===== src/rtl/secs_rtc_pkg.sv =====
package secs_rtc_pkg;
  localparam int N_CH     = 4;
  localparam int CH_LOAD  = 0;
  localparam int CH_ALARM = 1;
  localparam int CH_ACK   = 2;
  localparam int CH_MASK  = 3;

  localparam logic [7:0] OFS_TIME  = 8'h00;
  localparam logic [7:0] OFS_ALARM = 8'h04;
  localparam logic [7:0] OFS_LOAD  = 8'h08;
  localparam logic [7:0] OFS_MASK  = 8'h0C;
  localparam logic [7:0] OFS_ISTAT = 8'h10;
  localparam logic [7:0] OFS_BUSY  = 8'h14;

  // byte offset that starts a posted write of channel i
  function automatic logic [7:0] ch_offset(int i);
    case (i)
      CH_LOAD:  return OFS_LOAD;
      CH_ALARM: return OFS_ALARM;
      CH_ACK:   return OFS_ISTAT;
      default:  return OFS_MASK;
    endcase
  endfunction
endpackage


===== src/rtl/secs_rtc_prescale.sv =====
module secs_rtc_prescale #(
  parameter int CLK_PER_SEC = 1000
) (
  input  logic clk,
  input  logic rst,
  output logic tick
);
  localparam int PRE_W = (CLK_PER_SEC > 1) ? $clog2(CLK_PER_SEC) : 1;
  localparam logic [PRE_W-1:0] LAST = PRE_W'(CLK_PER_SEC - 1);

  logic [PRE_W-1:0] pre_q;

  always_ff @(posedge clk) begin
    if (rst)               pre_q <= '0;
    else if (pre_q == LAST) pre_q <= '0;
    else                   pre_q <= pre_q + 1'b1;
  end

  assign tick = (pre_q == LAST);
endmodule


===== src/rtl/secs_rtc_posted.sv =====
module secs_rtc_posted #(
  parameter int W     = 32,
  parameter int DELAY = 64
) (
  input  logic         clk,
  input  logic         rst,
  input  logic         wr,
  input  logic [W-1:0] wdata,
  output logic [W-1:0] shadow,
  output logic         busy,
  output logic         apply
);
  localparam int DLY_W = $clog2(DELAY + 1);
  localparam logic [DLY_W-1:0] FULL = DLY_W'(DELAY);

  logic [DLY_W-1:0] rem_q;

  always_ff @(posedge clk) begin
    if (rst) begin
      rem_q  <= '0;
      shadow <= '0;
    end else if (wr) begin
      rem_q  <= FULL;          // a new write restarts the wait
      shadow <= wdata;
    end else if (rem_q != '0) begin
      rem_q  <= rem_q - 1'b1;
    end
  end

  assign busy  = (rem_q != '0);
  assign apply = (rem_q == DLY_W'(1)) && !wr;
endmodule


===== src/rtl/secs_rtc.sv =====
module secs_rtc
  import secs_rtc_pkg::*;
#(
  parameter int DATA_W      = 32,
  parameter int ADDR_W      = 5,
  parameter int CLK_PER_SEC = 1000,
  parameter int SYNC_DELAY  = 64
) (
  input  logic              clk,
  input  logic              rst,
  input  logic [ADDR_W-1:0] bus_addr,
  input  logic              bus_we,
  input  logic              bus_re,
  input  logic [DATA_W-1:0] bus_wdata,
  output logic [DATA_W-1:0] bus_rdata,
  output logic              irq
);
  localparam logic [ADDR_W-1:0] A_TIME  = ADDR_W'(OFS_TIME);
  localparam logic [ADDR_W-1:0] A_ALARM = ADDR_W'(OFS_ALARM);
  localparam logic [ADDR_W-1:0] A_LOAD  = ADDR_W'(OFS_LOAD);
  localparam logic [ADDR_W-1:0] A_MASK  = ADDR_W'(OFS_MASK);
  localparam logic [ADDR_W-1:0] A_ISTAT = ADDR_W'(OFS_ISTAT);
  localparam logic [ADDR_W-1:0] A_BUSY  = ADDR_W'(OFS_BUSY);

  logic              tick;
  logic [N_CH-1:0]   busy, apply;
  logic [DATA_W-1:0] ld_sh, al_sh;
  logic              mk_sh, ak_sh;

  logic [DATA_W-1:0] cnt_q, alarm_q;
  logic              mask_q, active_q, gt_q;
  logic              gt;

  secs_rtc_prescale #(.CLK_PER_SEC(CLK_PER_SEC)) u_pre (
    .clk(clk), .rst(rst), .tick(tick)
  );

  for (genvar i = 0; i < N_CH; i++) begin : g_ch
    localparam int CW = (i == CH_LOAD || i == CH_ALARM) ? DATA_W : 1;
    localparam logic [ADDR_W-1:0] CA = ADDR_W'(ch_offset(i));
    logic          wr_i;
    logic [CW-1:0] sh_i;

    // an acknowledge only starts when bit 0 is set
    if (i == CH_ACK) begin : g_ackq
      assign wr_i = bus_we && (bus_addr == CA) && bus_wdata[0];
    end else begin : g_plain
      assign wr_i = bus_we && (bus_addr == CA);
    end

    secs_rtc_posted #(.W(CW), .DELAY(SYNC_DELAY)) u_post (
      .clk(clk), .rst(rst), .wr(wr_i), .wdata(bus_wdata[CW-1:0]),
      .shadow(sh_i), .busy(busy[i]), .apply(apply[i])
    );

    if (i == CH_LOAD) begin : g_ld
      assign ld_sh = sh_i;
    end else if (i == CH_ALARM) begin : g_al
      assign al_sh = sh_i;
    end else if (i == CH_ACK) begin : g_ak
      assign ak_sh = sh_i[0];
    end else begin : g_mk
      assign mk_sh = sh_i[0];
    end
  end

  assign gt = (cnt_q > alarm_q);

  always_ff @(posedge clk) begin
    if (rst) begin
      cnt_q    <= '0;
      alarm_q  <= '0;
      mask_q   <= 1'b0;
      active_q <= 1'b0;
      gt_q     <= 1'b0;
    end else begin
      if (apply[CH_LOAD])  cnt_q <= ld_sh;
      else if (tick)       cnt_q <= cnt_q + 1'b1;
      if (apply[CH_ALARM]) alarm_q <= al_sh;
      if (apply[CH_MASK])  mask_q <= mk_sh;
      if (apply[CH_ACK] && ak_sh) active_q <= 1'b0;
      else if (gt && !gt_q)       active_q <= 1'b1;
      gt_q <= gt;
    end
  end

  logic [DATA_W-1:0] rd_mux;
  always_comb begin
    rd_mux = '0;
    case (bus_addr)
      A_TIME:  rd_mux = cnt_q;
      A_ALARM: rd_mux = alarm_q;
      A_LOAD:  rd_mux = ld_sh;
      A_MASK:  rd_mux = DATA_W'(mask_q);
      A_ISTAT: rd_mux = DATA_W'(active_q & mask_q);
      A_BUSY:  rd_mux = DATA_W'(busy);
      default: rd_mux = '0;
    endcase
  end

  always_ff @(posedge clk) begin
    if (rst) bus_rdata <= '0;
    else     bus_rdata <= bus_re ? rd_mux : '0;
  end

  assign irq = active_q & mask_q;
endmodule


===== config.mk =====
export PLATFORM = sky130hd
export DESIGN_NAME = secs_rtc
export DESIGN_NICKNAME = d
export VERILOG_FILES = /design/src/rtl/secs_rtc_pkg.sv /design/src/rtl/secs_rtc_prescale.sv /design/src/rtl/secs_rtc_posted.sv /design/src/rtl/secs_rtc.sv
export SDC_FILE = /design/constraint.sdc
export NUM_CORES = 1
export LEC_CHECK = 0
export BUFFER_PORTS_ARGS = -buffer_cell sky130_fd_sc_hd__buf_2
export CORE_MARGIN = 5
export CORE_UTILIZATION = 60
export DETAILED_ROUTE_END_ITERATION = 16
export PLACE_DENSITY = 0.8
export RECOVER_POWER = 100
export SYNTH_ARGS = -nofsm -noshare
export SYNTH_HDL_FRONTEND = slang
export SYNTH_SLANG_ARGS = --single-unit

===== constraint.sdc =====
create_clock -name clk -period 2.3 [get_ports clk]
set_input_delay 0.46 -clock clk [delete_from_list [all_inputs] [get_ports clk]]
set_output_delay 0.46 -clock clk [all_outputs]
set_load 0.005 [all_outputs]

==> results.json <==
{
  "arrival_ns": 2.56,
  "io_pins": 74,
  "use_met1_pct": 32.8,
  "maxClockFrequency_ghz": 0.465,
  "synth.largest_area_cell": "dfxtp_1",
  "synth.ff_latch_count": 203,
  "finalSetupTns_ns": 0,
  "grt_remaining_overflow": 0,
  "synth_top_cells_by_area": "dfxtp_1 (45%), nand2_1 (9.4%), a21oi_1 (7.8%), nor2_1 (6.0%), ha_1 (5.8%)",
  "fp.dieH_um": 133,
  "diodes": 0,
  "rsz_0062_raised_after_global_routing": "false",
  "cts_buffers": 21,
  "path_clk_slew_ns": 0.06,
  "dp_slack_ns": 0.0403,
  "power.density_mw_per_mm2": 1100,
  "dieWidth_um": 133,
  "post-route-worst-setup-slack_ns": 0.149,
  "ys_seq_area_share_pct": 44.8,
  "min_delay_path_depth": 3,
  "finish.utilization_pct": 69.8,
  "critPathLaunch": "bus_addr[4]",
  "cts_buffer_depth": 3,
  "final_min_period_over_clock_period_pct": 93.5,
  "outcome": "completed",
  "post-synth-top-area-fraction_pct": 44.8,
  "io_buffer_count": 73,
  "avgSynthCellArea_um2": 8.05,
  "worst-path-max-fanout": 12,
  "rrSetupSlack_ns": 0.17,
  "core_mm2": 0.0150,
  "netlist-cell-type-count": 51,
  "drt-vias-per-instance": 5.76,
  "hold_viol_final": 0,
  "drt-wirelength-per-cell_um": 16.4,
  "synthesized_area_mm2": 0.00908,
  "cp-start-kind": "input pin",
  "gr-usage-met3_pct": 3.69,
  "drive_above_1_share_pct": 12.3,
  "drtIter0Drc": 603,
  "vias": 8076,
  "synth.top_cells.by_count": "nand2_1 (227), dfxtp_1 (203), nor2_1 (146)",
  "worst_clock_skew_ns": 0.0129,
  "clk-insertion-delay-late_ns": 0.49,
  "wl_mm": 23.0,
  "crit_path_capture_type": "register",
  "hold-path-endpoint": "g_ch[1].u_post.shadow[9]$_SDFFE_PP0P_",
  "cp_data_required_time_ns": 2.71,
  "setup.worst_path.class": "input pin to register",
  "rr_endpoint": "gt_q$_SDFF_PP0_",
  "detailedRoute.firstPassIterationCount": 5,
  "critical_path.reg2reg.startpoint": "alarm_q[19]$_SDFFE_PP0P_",
  "p_leak_nw": 3.95,
  "die-area_mm2": 0.0177,
  "area_delta_synth_final_pct": 15.5,
  "asyncSetResetFlopFracSynth_pct": 0,
  "finish.net_count": 1282,
  "synth_enable_flop_cells": 0,
  "worst-r2r-cell-count": 9,
  "grt_antenna_before_repair": 0,
  "global_route.peak_usage_layer": "met2",
  "timing.final.crit_period_ns": 2.15,
  "synth.yosys.warnings": 0,
  "ir_drop_worst_case_vdd_mv": 0.667,
  "drv.max_cap_violation_count": 0,
  "hp-start": "bus_wdata[9]",
  "syn_inst": 1128,
  "setup_viol_count_final": 0,
  "grt_use_met2_pct": 44.0,
  "ys.flop_type": "dfxtp_1",
  "synth_fp_nets": 1211,
  "final-max-slew-violation-count": 0,
  "h-tree-depth": 1,
  "gr-usage-all-layers_pct": 25.5,
  "yosys.cell_count.top_type": "nand2_1",
  "numClockSinks": 203,
  "via_count_of_the_first_global_routing_pass": 7852,
  "root_buffer": "clkbuf_16",
  "tritoncts": "yes",
  "hp-class": "input pin to register",
  "hpwlAfterDp_mm": 14.9,
  "floorplan.initialDensity_pct": 60.4,
  "maxSlewHeadroom_pct": 20.2,
  "core.rowCount": 45,
  "routabilityCongestion": 0.882,
  "worst_pin_slew_ns": 1.19,
  "antenna_violating_nets_post_route": 0,
  "drcViolationCount": 0,
  "grt_start_max_net_pins": 54,
  "grt_pass1_wl_mm": 37.9
}
critical path, cell delays in order:
cell and delay, ns:
clkbuf_1 0.14, nor4_1 1.02, clkbuf_2 0.47, a22oi_1 0.12, nor2_1 0.13, a221oi_1 0.06
nor2_1 0.16
cells in the final DEF (no fill, tap or decap), types with 4 or more instances in the layout:
cell type  count
clkbuf_1      15
buf_4         30
a211oi_1      29
nor3_1        12
a2111oi_0      5
o21ai_0        5
nor2_1       146
a221oi_1       5
and4_1         6
nand2_1      227
bufinv_16      4
xor2_1        34
clkbuf_16     21
nand3_1       19
dfxtp_1      203
clkbuf_8       7
nor4b_1        4
and2_1         5
a22oi_1       32
ha_1          42
or3_1          5
buf_2         60
clkbuf_2       7
nand4_1       15
xnor2_1       23
inv_1         42
and3_1        11
nor4_1         7
a21oi_1      141
where the power goes:
| group | internal, W | switching [W] | total [W] |
|---|---|---|---|
| logic | 0.00149 | 0.00198 | 0.00347 |
| registers | 0.00394 | 0.000409 | 0.00435 |
| clock network | 0.00234 | 0.00138 | 0.00372 |
| total | 0.00777 | 0.00378 | 0.0115 |
per-stage QoR:
stage	cells	hold WS (ns)	instance area, um2	power (W)
after floorplan	1128	0.417	9080	0.00677
after global placement	1363	0.438	9800	0.00775
after detailed placement	1363	0.443	9800	0.00784
after CTS	1400	0.206	10600	0.0116
after global routing	1401	0.207	10500	0.0122
final	1401	0.214	10500	0.0115
metal layers:
metal  vias to the layer above  part of all wire (%)
met4                         0                   3.2
met3                        61                   5.4
met5                         -                     0
met1                      3817                    44
met2                       238                    47
li1                       3960                     -
how the worst max path moves through the flow:
stage,to,slack [ns],cells after the start
2_1_floorplan,cnt_q[31]$_SDFFE_PP0P_,0.35,8
3_3_place_gp,cnt_q[31]$_SDFFE_PP0P_,0.10,7
3_5_place_dp,cnt_q[23]$_SDFFE_PP0P_,0.04,7
4_1_cts,cnt_q[20]$_SDFFE_PP0P_,0.02,7
5_1_grt,cnt_q[20]$_SDFFE_PP0P_,0.02,8
6_report,bus_rdata[1]$_SDFF_PP0_,0.15,7
cells by family after synthesis:
logic type | after synthesis | synth area share [%]
compound gates | 233 | 15.6
xor+xnor | 57 | 5.50
fa+ha+maj | 42 | 5.79
buf+inv | 110 | 4.74
flops | 203 | 44.8
mux | 3 | 0.331
simple gates | 480 | 23.3
state kept, by name (all words and copies together), names as in the netlist:
register and count:
u_pre.pre_q 10, alarm_q 32, gt_q 1, cnt_q 32
g_ch.u_post.shadow 66, bus_rdata 32, g_ch.u_post.rem_q 28, mask_q 1
active_q 1
cell type report:
class / instances / area [um2]
fill: 1242 / 4550
inverter: 42 / 158
clock inverter: 9 / 150
sequential: 203 / 4060
tap: 188 / 235
timing repair buffer: 116 / 668
multi-input combinational: 815 / 4590
clock buffer: 28 / 622
what timing repair did:
| action | in CTS | in global routing |
|---|---|---|
| resized for setup | 1 | 2 |
| hold buffers | 0 | 0 |
| pin swaps | 0 | 2 |
| setup endpoints to repair | 1 | 18 |
| gates cloned | 0 | 0 |
| buffers inserted | 0 | 1 |
Power figures use the tool's default switching activity.
